<file path="config.mk">
export PLATFORM = sky130hd
export DESIGN_NAME = flash_ctl_csr
export DESIGN_NICKNAME = d
export VERILOG_FILES = /design/src/rtl/flash_csr_pkg.sv /design/src/rtl/fcsr_regs.sv /design/src/rtl/fcsr_gate.sv /design/src/rtl/fcsr_rdmux.sv /design/src/rtl/flash_ctl_csr.sv
export SDC_FILE = /design/constraint.sdc
export NUM_CORES = 1
export LEC_CHECK = 0
export BUFFER_PORTS_ARGS = -buffer_cell sky130_fd_sc_hd__buf_2
export CORE_MARGIN = 2
export CORE_UTILIZATION = 38
export CTS_CLUSTER_SIZE = 24
export DETAILED_ROUTE_END_ITERATION = 10
export PLACE_DENSITY = 0.94
export SLEW_MARGIN = 20
export SYNTH_ARGS = -nofsm -noshare
export SYNTH_HDL_FRONTEND = slang
export SYNTH_SLANG_ARGS = --single-unit
</file>
<file path="constraint.sdc">
create_clock -name clk -period 4.69 [get_ports clk]
set_clock_uncertainty 0.15 [all_clocks]
set_input_delay 1.407 -clock clk [delete_from_list [all_inputs] [get_ports clk]]
set_output_delay 1.407 -clock clk [all_outputs]
set_load 0.05 [all_outputs]
</file>
<file path="src/rtl/flash_csr_pkg.sv">
package flash_csr_pkg;
  localparam int CSR_W   = 8;
  localparam int BIT_IE  = 7;
  localparam int BIT_CF  = 6;
  localparam int BIT_WEN = 5;
  localparam int BIT_RDY = 4;
  localparam int BIT_LP1 = 3;
  localparam int BIT_LP0 = 1;
  localparam int LP_W    = 2;
endpackage

</file>
<file path="src/rtl/fcsr_regs.sv">
module fcsr_regs
  import flash_csr_pkg::*;
(
  input  logic             clk,
  input  logic             rst,
  input  logic             wr_hit,
  input  logic [CSR_W-1:0] wdata,
  input  logic             eng_done,
  input  logic             eng_busy,
  output logic             ie_q,
  output logic             cf_q,
  output logic             wen_q,
  output logic             ready_q,
  output logic [LP_W-1:0]  lp_q,
  output logic             irq_q
);
  logic ie_n;
  logic cf_n;

  // completion set outranks a software clear in the same cycle
  always_comb begin
    ie_n = wr_hit ? wdata[BIT_IE] : ie_q;
    if (eng_done)
      cf_n = 1'b1;
    else if (wr_hit && !wdata[BIT_CF])
      cf_n = 1'b0;
    else
      cf_n = cf_q;
  end

  always_ff @(posedge clk) begin
    if (rst) begin
      ie_q    <= 1'b0;
      cf_q    <= 1'b0;
      wen_q   <= 1'b0;
      ready_q <= 1'b1;
      lp_q    <= '0;
      irq_q   <= 1'b0;
    end else begin
      ie_q    <= ie_n;
      cf_q    <= cf_n;
      ready_q <= !eng_busy;
      irq_q   <= ie_n && cf_n;
      if (wr_hit) begin
        wen_q <= wdata[BIT_WEN];
        lp_q  <= {wdata[BIT_LP1], wdata[BIT_LP0]};
      end
    end
  end
endmodule

</file>
<file path="src/rtl/fcsr_gate.sv">
module fcsr_gate #(
  parameter int                BANK_W  = 8,
  parameter logic [BANK_W-1:0] BANK_LO = 8'hFE,
  parameter logic [BANK_W-1:0] BANK_HI = 8'hFF
) (
  input  logic              clk,
  input  logic              rst,
  input  logic              fl_wr,
  input  logic [BANK_W-1:0] fl_bank,
  input  logic              fl_ctl_cmd,
  input  logic              wen,
  input  logic              ready,
  output logic              strobe_q
);
  localparam logic [BANK_W-1:0] BANK_TOP = '1;
  logic bank_hit;

  generate
    if (BANK_LO == BANK_HI) begin : g_single
      assign bank_hit = (fl_bank == BANK_LO);
    end else if (BANK_HI == BANK_TOP) begin : g_upper
      assign bank_hit = (fl_bank >= BANK_LO);
    end else begin : g_range
      assign bank_hit = (fl_bank >= BANK_LO) && (fl_bank <= BANK_HI);
    end
  endgenerate

  always_ff @(posedge clk) begin
    if (rst)
      strobe_q <= 1'b0;
    else
      strobe_q <= fl_wr && bank_hit && wen && (ready || fl_ctl_cmd);
  end
endmodule

</file>
<file path="src/rtl/fcsr_rdmux.sv">
module fcsr_rdmux
  import flash_csr_pkg::*;
(
  input  logic             clk,
  input  logic             rst,
  input  logic             rd_hit,
  input  logic             rmw,
  input  logic             ie,
  input  logic             cf,
  input  logic             wen,
  input  logic             ready,
  input  logic [LP_W-1:0]  lp,
  output logic [CSR_W-1:0] rdata_q
);
  logic [CSR_W-1:0] image;

  always_comb begin
    image          = '0;
    image[BIT_IE]  = ie;
    image[BIT_CF]  = cf || rmw;
    image[BIT_WEN] = wen;
    image[BIT_RDY] = ready;
    image[BIT_LP1] = lp[1];
    image[BIT_LP0] = lp[0];
  end

  always_ff @(posedge clk) begin
    if (rst)
      rdata_q <= '0;
    else
      rdata_q <= rd_hit ? image : '0;
  end
endmodule

</file>
<file path="src/rtl/flash_ctl_csr.sv">
module flash_ctl_csr
  import flash_csr_pkg::*;
#(
  parameter int                ADDR_W   = 16,
  parameter logic [ADDR_W-1:0] CSR_ADDR = 16'h00AE,
  parameter int                BANK_W   = 8,
  parameter logic [BANK_W-1:0] BANK_LO  = 8'hFE,
  parameter logic [BANK_W-1:0] BANK_HI  = 8'hFF
) (
  input  logic              clk,
  input  logic              rst,
  input  logic [ADDR_W-1:0] reg_addr,
  input  logic              reg_wr,
  input  logic [7:0]        reg_wdata,
  input  logic              reg_rd,
  input  logic              reg_rmw,
  output logic [7:0]        reg_rdata,
  input  logic              eng_busy,
  input  logic              eng_done,
  input  logic              fl_wr,
  input  logic [BANK_W-1:0] fl_bank,
  input  logic              fl_ctl_cmd,
  output logic              fl_pe_strobe,
  output logic              irq,
  output logic [1:0]        lp_mode
);
  logic addr_hit;
  logic wr_hit;
  logic rd_hit;
  logic ie_q;
  logic cf_q;
  logic wen_q;
  logic ready_q;
  logic [LP_W-1:0] lp_q;

  assign addr_hit = (reg_addr == CSR_ADDR);
  assign wr_hit   = reg_wr && addr_hit;
  assign rd_hit   = reg_rd && addr_hit;
  assign lp_mode  = lp_q;

  fcsr_regs u_regs (
    .clk      (clk),
    .rst      (rst),
    .wr_hit   (wr_hit),
    .wdata    (reg_wdata),
    .eng_done (eng_done),
    .eng_busy (eng_busy),
    .ie_q     (ie_q),
    .cf_q     (cf_q),
    .wen_q    (wen_q),
    .ready_q  (ready_q),
    .lp_q     (lp_q),
    .irq_q    (irq)
  );

  fcsr_gate #(
    .BANK_W  (BANK_W),
    .BANK_LO (BANK_LO),
    .BANK_HI (BANK_HI)
  ) u_gate (
    .clk        (clk),
    .rst        (rst),
    .fl_wr      (fl_wr),
    .fl_bank    (fl_bank),
    .fl_ctl_cmd (fl_ctl_cmd),
    .wen        (wen_q),
    .ready      (ready_q),
    .strobe_q   (fl_pe_strobe)
  );

  fcsr_rdmux u_rdmux (
    .clk     (clk),
    .rst     (rst),
    .rd_hit  (rd_hit),
    .rmw     (reg_rmw),
    .ie      (ie_q),
    .cf      (cf_q),
    .wen     (wen_q),
    .ready   (ready_q),
    .lp      (lp_q),
    .rdata_q (reg_rdata)
  );
endmodule

</file>
==> results.yml, run 1 <==
cells_and_area:
  layout.cells.non_filler: 118
  antenna_cells: 0
  fraction_of_final_layout_cells_sized_beyond_drive_strength_1_pct: 54.90
  finalNetCount: 144
  areaGrowthSynthToFinish_pct: 44.18
sta:
  final_max_slew_viol_count: 0
  fin_crit_sh_pct: 55.25
  fin_setup_tns_ps: 0
  setup-violations-final: 0
  timing.final.hold_violations: 0
  rsz0062_at_grt: "no"
  finalCriticalPeriod_ps: 2591
  max_freq_ghz: 0.3859
  hold_slack_ps: 302.8
critical_path:
  criticalPathCategory: "input port to register"
  worst_setup_path_endpoint: "u_regs.irq_q"
  critPathLaunch: "reg_addr[8]"
  crit_path_start_kind: "input port"
  rr_startpoint: "u_regs.ie_q"
  arrival_ps: 2590
  cp_max_fo: 6
  rrSetupSlack_ps: 3680
  worst_ep_required_ps: 4690
  ff_to_ff_path_depth: 3
  r2r_end: "u_regs.irq_q"
  critical_path.endpoint_type: "register"
power:
  p_leak_nw: 0.4088
  irDropWorstVdd_mv: 0.09447
  power.density_cell_area_nw_per_um2: 278.4
global_routing:
  grt_first_pass_wirelength_um: 2277
  overall_routing_resource_usage_pct: 16.91
  maximum_number_of_pins_on_one_net_before_global_route_repair: 10
  initial_antenna_violation_count: 0
  first_global_vias: 610
  globalRoute.totalOverflow: 0
synthesis:
  netlist_top_cells_count: "sky130_fd_sc_hd__dfxtp_1, sky130_fd_sc_hd__and2_1, sky130_fd_sc_hd__buf_4, sky130_fd_sc_hd__o21ai_0"
  post_synth_main_area_contributors: "sky130_fd_sc_hd__dfxtp_1, sky130_fd_sc_hd__and2_1, sky130_fd_sc_hd__buf_4, sky130_fd_sc_hd__nor4b_2, sky130_fd_sc_hd__nor4b_4"
  synth-async-reset-ratio_pct: 0
  synthDominantAreaCellType: "sky130_fd_sc_hd__dfxtp_1"
  synth_warnings: 0
  sequential_element_share_of_the_synthesized_area_pct: 48.28
  synth.ff_latch_count: 14
  syn-instance-count: 56
  synth_largest_type_area_fraction_pct: 48.28
  synth_top_flop_cell: "sky130_fd_sc_hd__dfxtp_1"
  synth_enable_flop_cells: 0
  post-synth-top-count-cell: "sky130_fd_sc_hd__dfxtp_1"
  postSynthAreaPerCell_um2: 10.37
  synthDistinctLibCells: 25
  synth.cell_area_um2: 580.6
floorplan:
  rows: 14
  core_um2: 1471
  die_h_um: 43.09
  number_of_placed_i_o_pins: 53
  die_width_um: 43.09
  starting_density_of_the_core_pct: 39.46
  dieArea_um2: 1856
clock_tree:
  path_clk_slew_ps: 80
  clk_root_buffer_cell: "sky130_fd_sc_hd__clkbuf_4"
  worstSkewPairLatency_ps: 280
  post_cts_buffers: 0
  cts.sinks: 14
  cts_tree: "yes"
  cts_buffers: 3
  cts.path.max_buffers: 2
  htreeDepth: 1
  cts-hold-fix-buffers: 0
  cts.repair.resized: 0
placed_design:
  placed_cells_incl_taps: 114
  port-buffer-count: 46
  dpl.hpwl_um: 1226
  globalplace.congestion: 0.6921
drt:
  route.detailed.vias_per_inst: 5.119
  detailroute.via_count: 604
  drtIter0Drc: 4
  wl_um: 1514
  ant_nets: 0
  wl_per_cell_um: 12.83
  remaining_drc_errors: 0
  detail_route.first_pass.iterations: 4
worst_hold_path:
  hold_depth: 1
  min_path_type: "register to register"
run:
  max-cap-violations: 0
run_status:
  status: "finished, final reports clean"
[layer usage]
| layer | vias up | track usage, % | part of all wire (%) |
|---|---|---|---|
| met3 | 6 | 2.979 | 8.9 |
| met4 | 0 | 13.33 | 3.0 |
| met2 | 36 | 30.75 | 56 |
| met1 | 273 | 16.23 | 32 |
| met5 | - | 0 | 0 |
| li1 | 289 | - | - |
[how the worst min path moves through the flow]
stage	startpoint	to
after global routing	u_regs.ie_q	u_rdmux.rdata_q[7]
after detailed placement	u_regs.ie_q	u_rdmux.rdata_q[7]
after CTS	u_regs.ie_q	u_rdmux.rdata_q[7]
after floorplan	u_regs.ie_q	u_rdmux.rdata_q[7]
final	u_regs.ie_q	u_rdmux.rdata_q[7]
after global placement	u_regs.ie_q	u_rdmux.rdata_q[7]
[area by class of cell]
class | instances | area (um2)
clock buffer | 4 | 36.28
timing repair buffer | 46 | 230.2
inverter | 1 | 3.754
fill | 142 | 634.4
sequential | 14 | 280.3
multi-input combinational | 37 | 266.5
tap | 16 | 20.02
[layout by cell type, fill, tap and decap left out, types with 2 or more instances in the layout]
master                     netlist  layout
sky130_fd_sc_hd__nand3_1         3       3
sky130_fd_sc_hd__and2_1          5       5
sky130_fd_sc_hd__nor4b_2         2       2
sky130_fd_sc_hd__nand4_1         2       2
sky130_fd_sc_hd__a21oi_1         3       3
sky130_fd_sc_hd__conb_1          1       2
sky130_fd_sc_hd__o21ai_0         4       4
sky130_fd_sc_hd__clkbuf_4        0       3
sky130_fd_sc_hd__buf_2           0      46
sky130_fd_sc_hd__nand4b_1        2       2
sky130_fd_sc_hd__nor3_1          2       2
sky130_fd_sc_hd__dfxtp_1        14      14
[kinds of logic after synthesis]
logic type             Yosys count  share of synthesized area [%]
other                            1                         0.6459
DFF                             14                          48.28
buffers and inverters            6                          6.464
AOI/OAI and AO/OA               10                          9.915
and+or+nand+nor                 25                          34.70
[worst max-delay path: stages]
cell and delay (ps):
sky130_fd_sc_hd__buf_2 100, sky130_fd_sc_hd__nor4b_2 300, sky130_fd_sc_hd__nand4_1 310, sky130_fd_sc_hd__nor4_1 380, sky130_fd_sc_hd__a211oi_1 90
[report_power, final]
part	internal, W	switching (W)
clock network	0.0000473	0.0000391
registers	0.000120	0.000000635
logic	0.0000135	0.0000126
[state kept, by name, summed over array words and instances, names as in the netlist]
name / count
u_regs.cf_q: 1
u_rdmux.rdata_q: 6
u_regs.ready_q: 1
u_gate.strobe_q: 1
u_regs.ie_q: 1
u_regs.lp_q: 2
u_regs.wen_q: 1
u_regs.irq_q: 1
[stage by stage]
step	power, W	util (%)	setup WS (ps)	cell area, um2
after floorplan	0.0001329	-	2176	584.3
after global placement	0.0001476	54.42	1911	800.8
after detailed placement	0.0001491	54.42	1791	800.8
after CTS	0.0002318	56.89	2085	837.1
after global routing	0.0002416	56.89	1966	837.1
final	0.0002330	56.89	2099	837.1
Power figures use the tool's default switching activity.
==> inputs of run 2 (changes only) <==
--- a/config.mk
+++ b/config.mk
@@ -7,10 +7,10 @@
 export LEC_CHECK = 0
 export BUFFER_PORTS_ARGS = -buffer_cell sky130_fd_sc_hd__buf_2
 export CORE_MARGIN = 2
-export CORE_UTILIZATION = 38
+export CORE_UTILIZATION = 35
 export CTS_CLUSTER_SIZE = 24
 export DETAILED_ROUTE_END_ITERATION = 10
-export PLACE_DENSITY = 0.94
+export PLACE_DENSITY = 0.88
 export SLEW_MARGIN = 20
 export SYNTH_ARGS = -nofsm -noshare
 export SYNTH_HDL_FRONTEND = slang
==> constraint.sdc (replaced) <==
create_clock -name clk -period 2.7 [get_ports clk]
set_clock_uncertainty 0.15 [all_clocks]
set_input_delay 0.81 -clock clk [delete_from_list [all_inputs] [get_ports clk]]
set_output_delay 0.81 -clock clk [all_outputs]
set_load 0.05 [all_outputs]
==> run 2 against run 1 <==
  * Non-clock buffer count unchanged
  * Critical endpoint unchanged
  * Worst setup slack got worse by 1300 ps
  * First-iteration DRC count rose by 25%
  * Design area unchanged
  * Register-to-register slack got worse by 2000 ps
  * Cell count stayed put
  * Critical path type unchanged
  * Sequential share of layout area unchanged
  * Highest routed layer unchanged
  * Critical path depth did not move
==> results.yml, run 2 (synthesis gave the netlist of run 1 again) <==
run_status:
  status: "finished, final reports clean"
sta:
  final_max_slew_viol_count: 0
  setup-violations-final: 0
  timing.final.hold_violations: 0
  finalCriticalPeriod_ps: 1926
  fin_crit_sh_pct: 71.33
  rsz0062_at_grt: "no"
  fin_setup_tns_ps: 0
  max_freq_ghz: 0.5193
clock_tree:
  cts-hold-fix-buffers: 0
  post_cts_buffers: 0
  cts.sinks: 14
  clk_root_buffer_cell: "sky130_fd_sc_hd__clkbuf_4"
  worstSkewPairLatency_ps: 270
  cts_buffers: 3
  cts.path.max_buffers: 2
  htreeDepth: 1
  cts.repair.resized: 0
  path_clk_slew_ps: 80
  cts_tree: "yes"
cells_and_area:
  mostFrequentLayoutCells: "sky130_fd_sc_hd__buf_2, sky130_fd_sc_hd__dfxtp_1, sky130_fd_sc_hd__and2_1"
  fraction_of_final_layout_cells_sized_beyond_drive_strength_1_pct: 54.90
  antenna_cells: 0
  layout_commonest_cell: "sky130_fd_sc_hd__buf_2"
  layout.cells.non_filler: 118
  largestRegisters: "u_rdmux.rdata_q: 6 flops, u_regs.lp_q: 2 flops"
  areaGrowthSynthToFinish_pct: 44.18
  filler_cell_count: 141
  registers.top_by_ff_count: "u_rdmux.rdata_q"
  finalNetCount: 144
  largest_reg_flops: 6
global_routing:
  globalRoute.totalOverflow: 0
  first_global_vias: 494
  overall_routing_resource_usage_pct: 12.80
  initial_antenna_violation_count: 0
  grt_first_pass_wirelength_um: 1863
  maximum_number_of_pins_on_one_net_before_global_route_repair: 10
run:
  max-cap-violations: 0
power:
  tot_pwr_w: 0.0003963
  irDropWorstVdd_mv: 0.1714
  power.density_cell_area_nw_per_um2: 473.4
  p_leak_nw: 0.4088
drt:
  wl_per_cell_um: 10.86
  route.detailed.vias_per_inst: 4.805
  wl_um: 1282
  ant_nets: 0
  detail_route.first_pass.iterations: 4
  detailroute.via_count: 567
  remaining_drc_errors: 0
  drtIter0Drc: 5
floorplan:
  dieArea_um2: 2000
  starting_density_of_the_core_pct: 38.10
  rows: 14
  die_width_um: 44.73
  number_of_placed_i_o_pins: 53
  core_um2: 1524
  die_h_um: 44.73
critical_path:
  cp_max_fo: 6
  slowest_stage: "sky130_fd_sc_hd__nor4_1"
  worst_ep_required_ps: 2690
  crit_path_start_kind: "input port"
  critical_path.endpoint_type: "register"
  max_stage_delay_ps: 340
  path_cells: "buf_2 -> nor4b_2 -> nand4_1 -> nor4_1 -> a211oi_1"
  criticalPathCategory: "input port to register"
  arrival_ps: 1920
placed_design:
  globalplace.congestion: 0.7278
  port-buffer-count: 46
  placed_cells_incl_taps: 114
worst_hold_path:
  min_path_type: "register to register"
## run 2: path summary, 6_finish.rpt
| path | start | endpoint | slack (ps) | cells past startpoint |
|---|---|---|---|---|
| min reg2reg | u_regs.ready_q | u_rdmux.rdata_q[4] | 320 | 1 |
| max | reg_addr[8] | u_regs.irq_q | 770 | 5 |
| max reg2reg | u_regs.ie_q | u_regs.irq_q | 1650 | 3 |
| min | u_regs.ready_q | u_rdmux.rdata_q[4] | 320 | 1 |
## run 2: through the flow
stage	setup WS [ps]	util (%)	hold slack [ps]	instance area [um2]
after floorplan	783.3	-	271.4	584.3
after global placement	523.5	52.55	286.6	800.8
after detailed placement	479.3	52.55	292.5	800.8
after CTS	765.3	54.93	311.3	837.1
after global routing	536.6	54.93	318.8	837.1
final	774.2	54.93	316.0	837.1
## run 2: worst max-delay path: cells and delay by family
family	cells	cell delay, ps
and+or+nand+nor	3	910
buffers and inverters	1	100
AOI/OAI and AO/OA	1	100
## run 2: cell type report
| class | instances | area [um2] | share of cell area (%) |
|---|---|---|---|
| Inverter | 1 | 3.754 | 0.4484 |
| Tap cell | 16 | 20.02 | 2.392 |
| Sequential cell | 14 | 280.3 | 33.48 |
| Timing Repair Buffer | 46 | 230.2 | 27.50 |
| Clock buffer | 4 | 36.28 | 4.335 |
| Multi-Input combinational cell | 37 | 266.5 | 31.84 |
## run 2: where the power goes
part           switching (W)  internal (W)
logic              0.0000206     0.0000234
registers        0.000000911      0.000208
clock network      0.0000614     0.0000818
total              0.0000829      0.000313
## run 2: per-layer routing
layer	global-route usage [%]	wire length [um]	vias up
met4	7.273	18	0
met5	0	0	-
met1	14.25	468	240
li1	-	-	291
met3	2.000	137	2
met2	22.90	658	34
==> inputs of run 3 (changes only) <==
==> constraint.sdc (replaced) <==
create_clock -name clk -period 1.9 [get_ports clk]
set_clock_uncertainty 0.15 [all_clocks]
set_input_delay 0.57 -clock clk [delete_from_list [all_inputs] [get_ports clk]]
set_output_delay 0.57 -clock clk [all_outputs]
set_load 0.05 [all_outputs]
==> run 3 against run 2 <==
  * Register-to-register slack worse by 750 ps
  * Cell count up 0.85%
  * Routed wire length down 1.7%
  * Sequential power up 42%
  * Hold slack worse by 12 ps
  * Worst setup slack worse by 590 ps
  * Highest routed layer is now met3
==> results.yml, run 3 (synthesis gave the netlist of run 1 again) <==
placed_design:
  placed_cells_incl_taps: 115
  globalplace.congestion: 0.7209
  dpl.hpwl_um: 1122
  port-buffer-count: 46
  dp_worst_setup_slack_ps: -109.5
cells_and_area:
  layout_commonest_cell: "sky130_fd_sc_hd__buf_2"
  fraction_of_final_layout_cells_sized_beyond_drive_strength_1_pct: 55.34
  largest_reg_flops: 6
  mostFrequentLayoutCells: "sky130_fd_sc_hd__buf_2, sky130_fd_sc_hd__dfxtp_1, sky130_fd_sc_hd__and2_1"
  layout.cells.non_filler: 119
  areaGrowthSynthToFinish_pct: 45.47
  finalNetCount: 145
  registers.top_by_ff_count: "u_rdmux.rdata_q"
  antenna_cells: 0
  largestRegisters: "u_rdmux.rdata_q: 6 flops, u_regs.lp_q: 2 flops"
  fin_util_pct: 55.42
floorplan:
  core_um2: 1524
  number_of_placed_i_o_pins: 53
  starting_density_of_the_core_pct: 38.10
  rows: 14
  dieArea_um2: 2000
  die_h_um: 44.73
  die_width_um: 44.73
critical_path:
  cp_max_fo: 6
  criticalPathCategory: "input port to register"
  rr_startpoint: "u_regs.ie_q"
  crit_path_start_kind: "input port"
  critical_path.endpoint_type: "register"
  arrival_ps: 1780
  worst_ep_required_ps: 1960
  critPathLaunch: "reg_addr[8]"
clock_tree:
  cts.sinks: 14
  cts_buffers: 3
  clk_root_buffer_cell: "sky130_fd_sc_hd__clkbuf_4"
  cts.path.max_buffers: 2
  cts.repair.resized: 0
  cts_tree: "yes"
  htreeDepth: 1
  cts-hold-fix-buffers: 0
  worstSkewPairLatency_ps: 270
  path_clk_slew_ps: 80
  post_cts_buffers: 0
drt:
  route.detailed.vias_per_inst: 4.723
  drtIter0Drc: 6
  ant_nets: 0
  wl_um: 1260
  remaining_drc_errors: 0
  detail_route.first_pass.iterations: 4
  detailroute.via_count: 562
  wl_per_cell_um: 10.59
power:
  irDropWorstVdd_mv: 0.2930
  power.density_cell_area_nw_per_um2: 661.5
  p_leak_nw: 0.4143
sta:
  finalWorstSetupSlack_ps: 182.4
  timing.final.hold_violations: 0
  max_freq_ghz: 0.5822
  rsz0062_at_grt: "no"
  finalCriticalPeriod_ps: 1718
  fin_setup_tns_ps: 0
  setup-violations-final: 0
  final_max_slew_viol_count: 0
  fin_crit_sh_pct: 90.40
global_routing:
  first_global_vias: 463
  overall_routing_resource_usage_pct: 12.72
  initial_antenna_violation_count: 0
  grt_first_pass_wirelength_um: 1787
  globalRoute.totalOverflow: 0
  maximum_number_of_pins_on_one_net_before_global_route_repair: 10
worst_hold_path:
  worstHoldStart: "u_regs.ie_q"
  min_path_type: "register to register"
run:
  max-cap-violations: 0
run_status:
  status: "finished, final reports clean"
[run 3: cell count changes in the layout (fill, tap and decap cells not counted)]
cell                    change
sky130_fd_sc_hd__buf_4      +1
[run 3: report_power, final]
group / leakage, nW / internal [W] / total, W / switching, W
clock: 0.0210 / 0.000116 / 0.000199 / 0.0000823
sequential: 0.113 / 0.000296 / 0.000297 / 0.00000151
combinational: 0.280 / 0.0000333 / 0.0000628 / 0.0000295
total: 0.414 / 0.000445 / 0.000559 / 0.000113
[run 3: cell type report]
| type | instances | area [um2] |
|---|---|---|
| inverters | 1 | 3.754 |
| fillers | 143 | 679.4 |
| well taps | 16 | 20.02 |
| repair buffers | 47 | 237.7 |
| flip-flops and latches | 14 | 280.3 |
| multi-input cells | 37 | 266.5 |
| clock buffers | 4 | 36.28 |
[run 3: layer usage]
metal | global-route usage, % | wire, um
met1 | 14.00 | 478
met2 | 23.19 | 660
met3 | 1.600 | 121
met4 | 7.273 | 0
met5 | 0 | 0
[run 3: final timing paths]
check | slack [ps] | depth (start not counted) | to
setup / recovery | 180 | 5 | u_rdmux.rdata_q[1]
hold reg to reg | 300 | 1 | u_rdmux.rdata_q[7]
setup reg to reg | 900 | 3 | u_regs.irq_q
hold / removal | 300 | 1 | u_rdmux.rdata_q[7]
[run 3: critical path, cell delays in order]
cell	delay (ps)
sky130_fd_sc_hd__buf_2	100
sky130_fd_sc_hd__nor4b_2	310
sky130_fd_sc_hd__nand4_1	270
sky130_fd_sc_hd__nor3b_2	350
sky130_fd_sc_hd__and2_1	170
[run 3: metrics by stage]
step / hold slack, ps / total power [W] / cell area, um2
floorplan: 271.4 / 0.0003281 / 584.3
global placement: 286.2 / 0.0003641 / 808.3
detailed placement: 286.4 / 0.0003672 / 808.3
CTS: 306.4 / 0.0005680 / 844.6
global route: 312.3 / 0.0005836 / 844.6
finish: 304.2 / 0.0005586 / 844.6
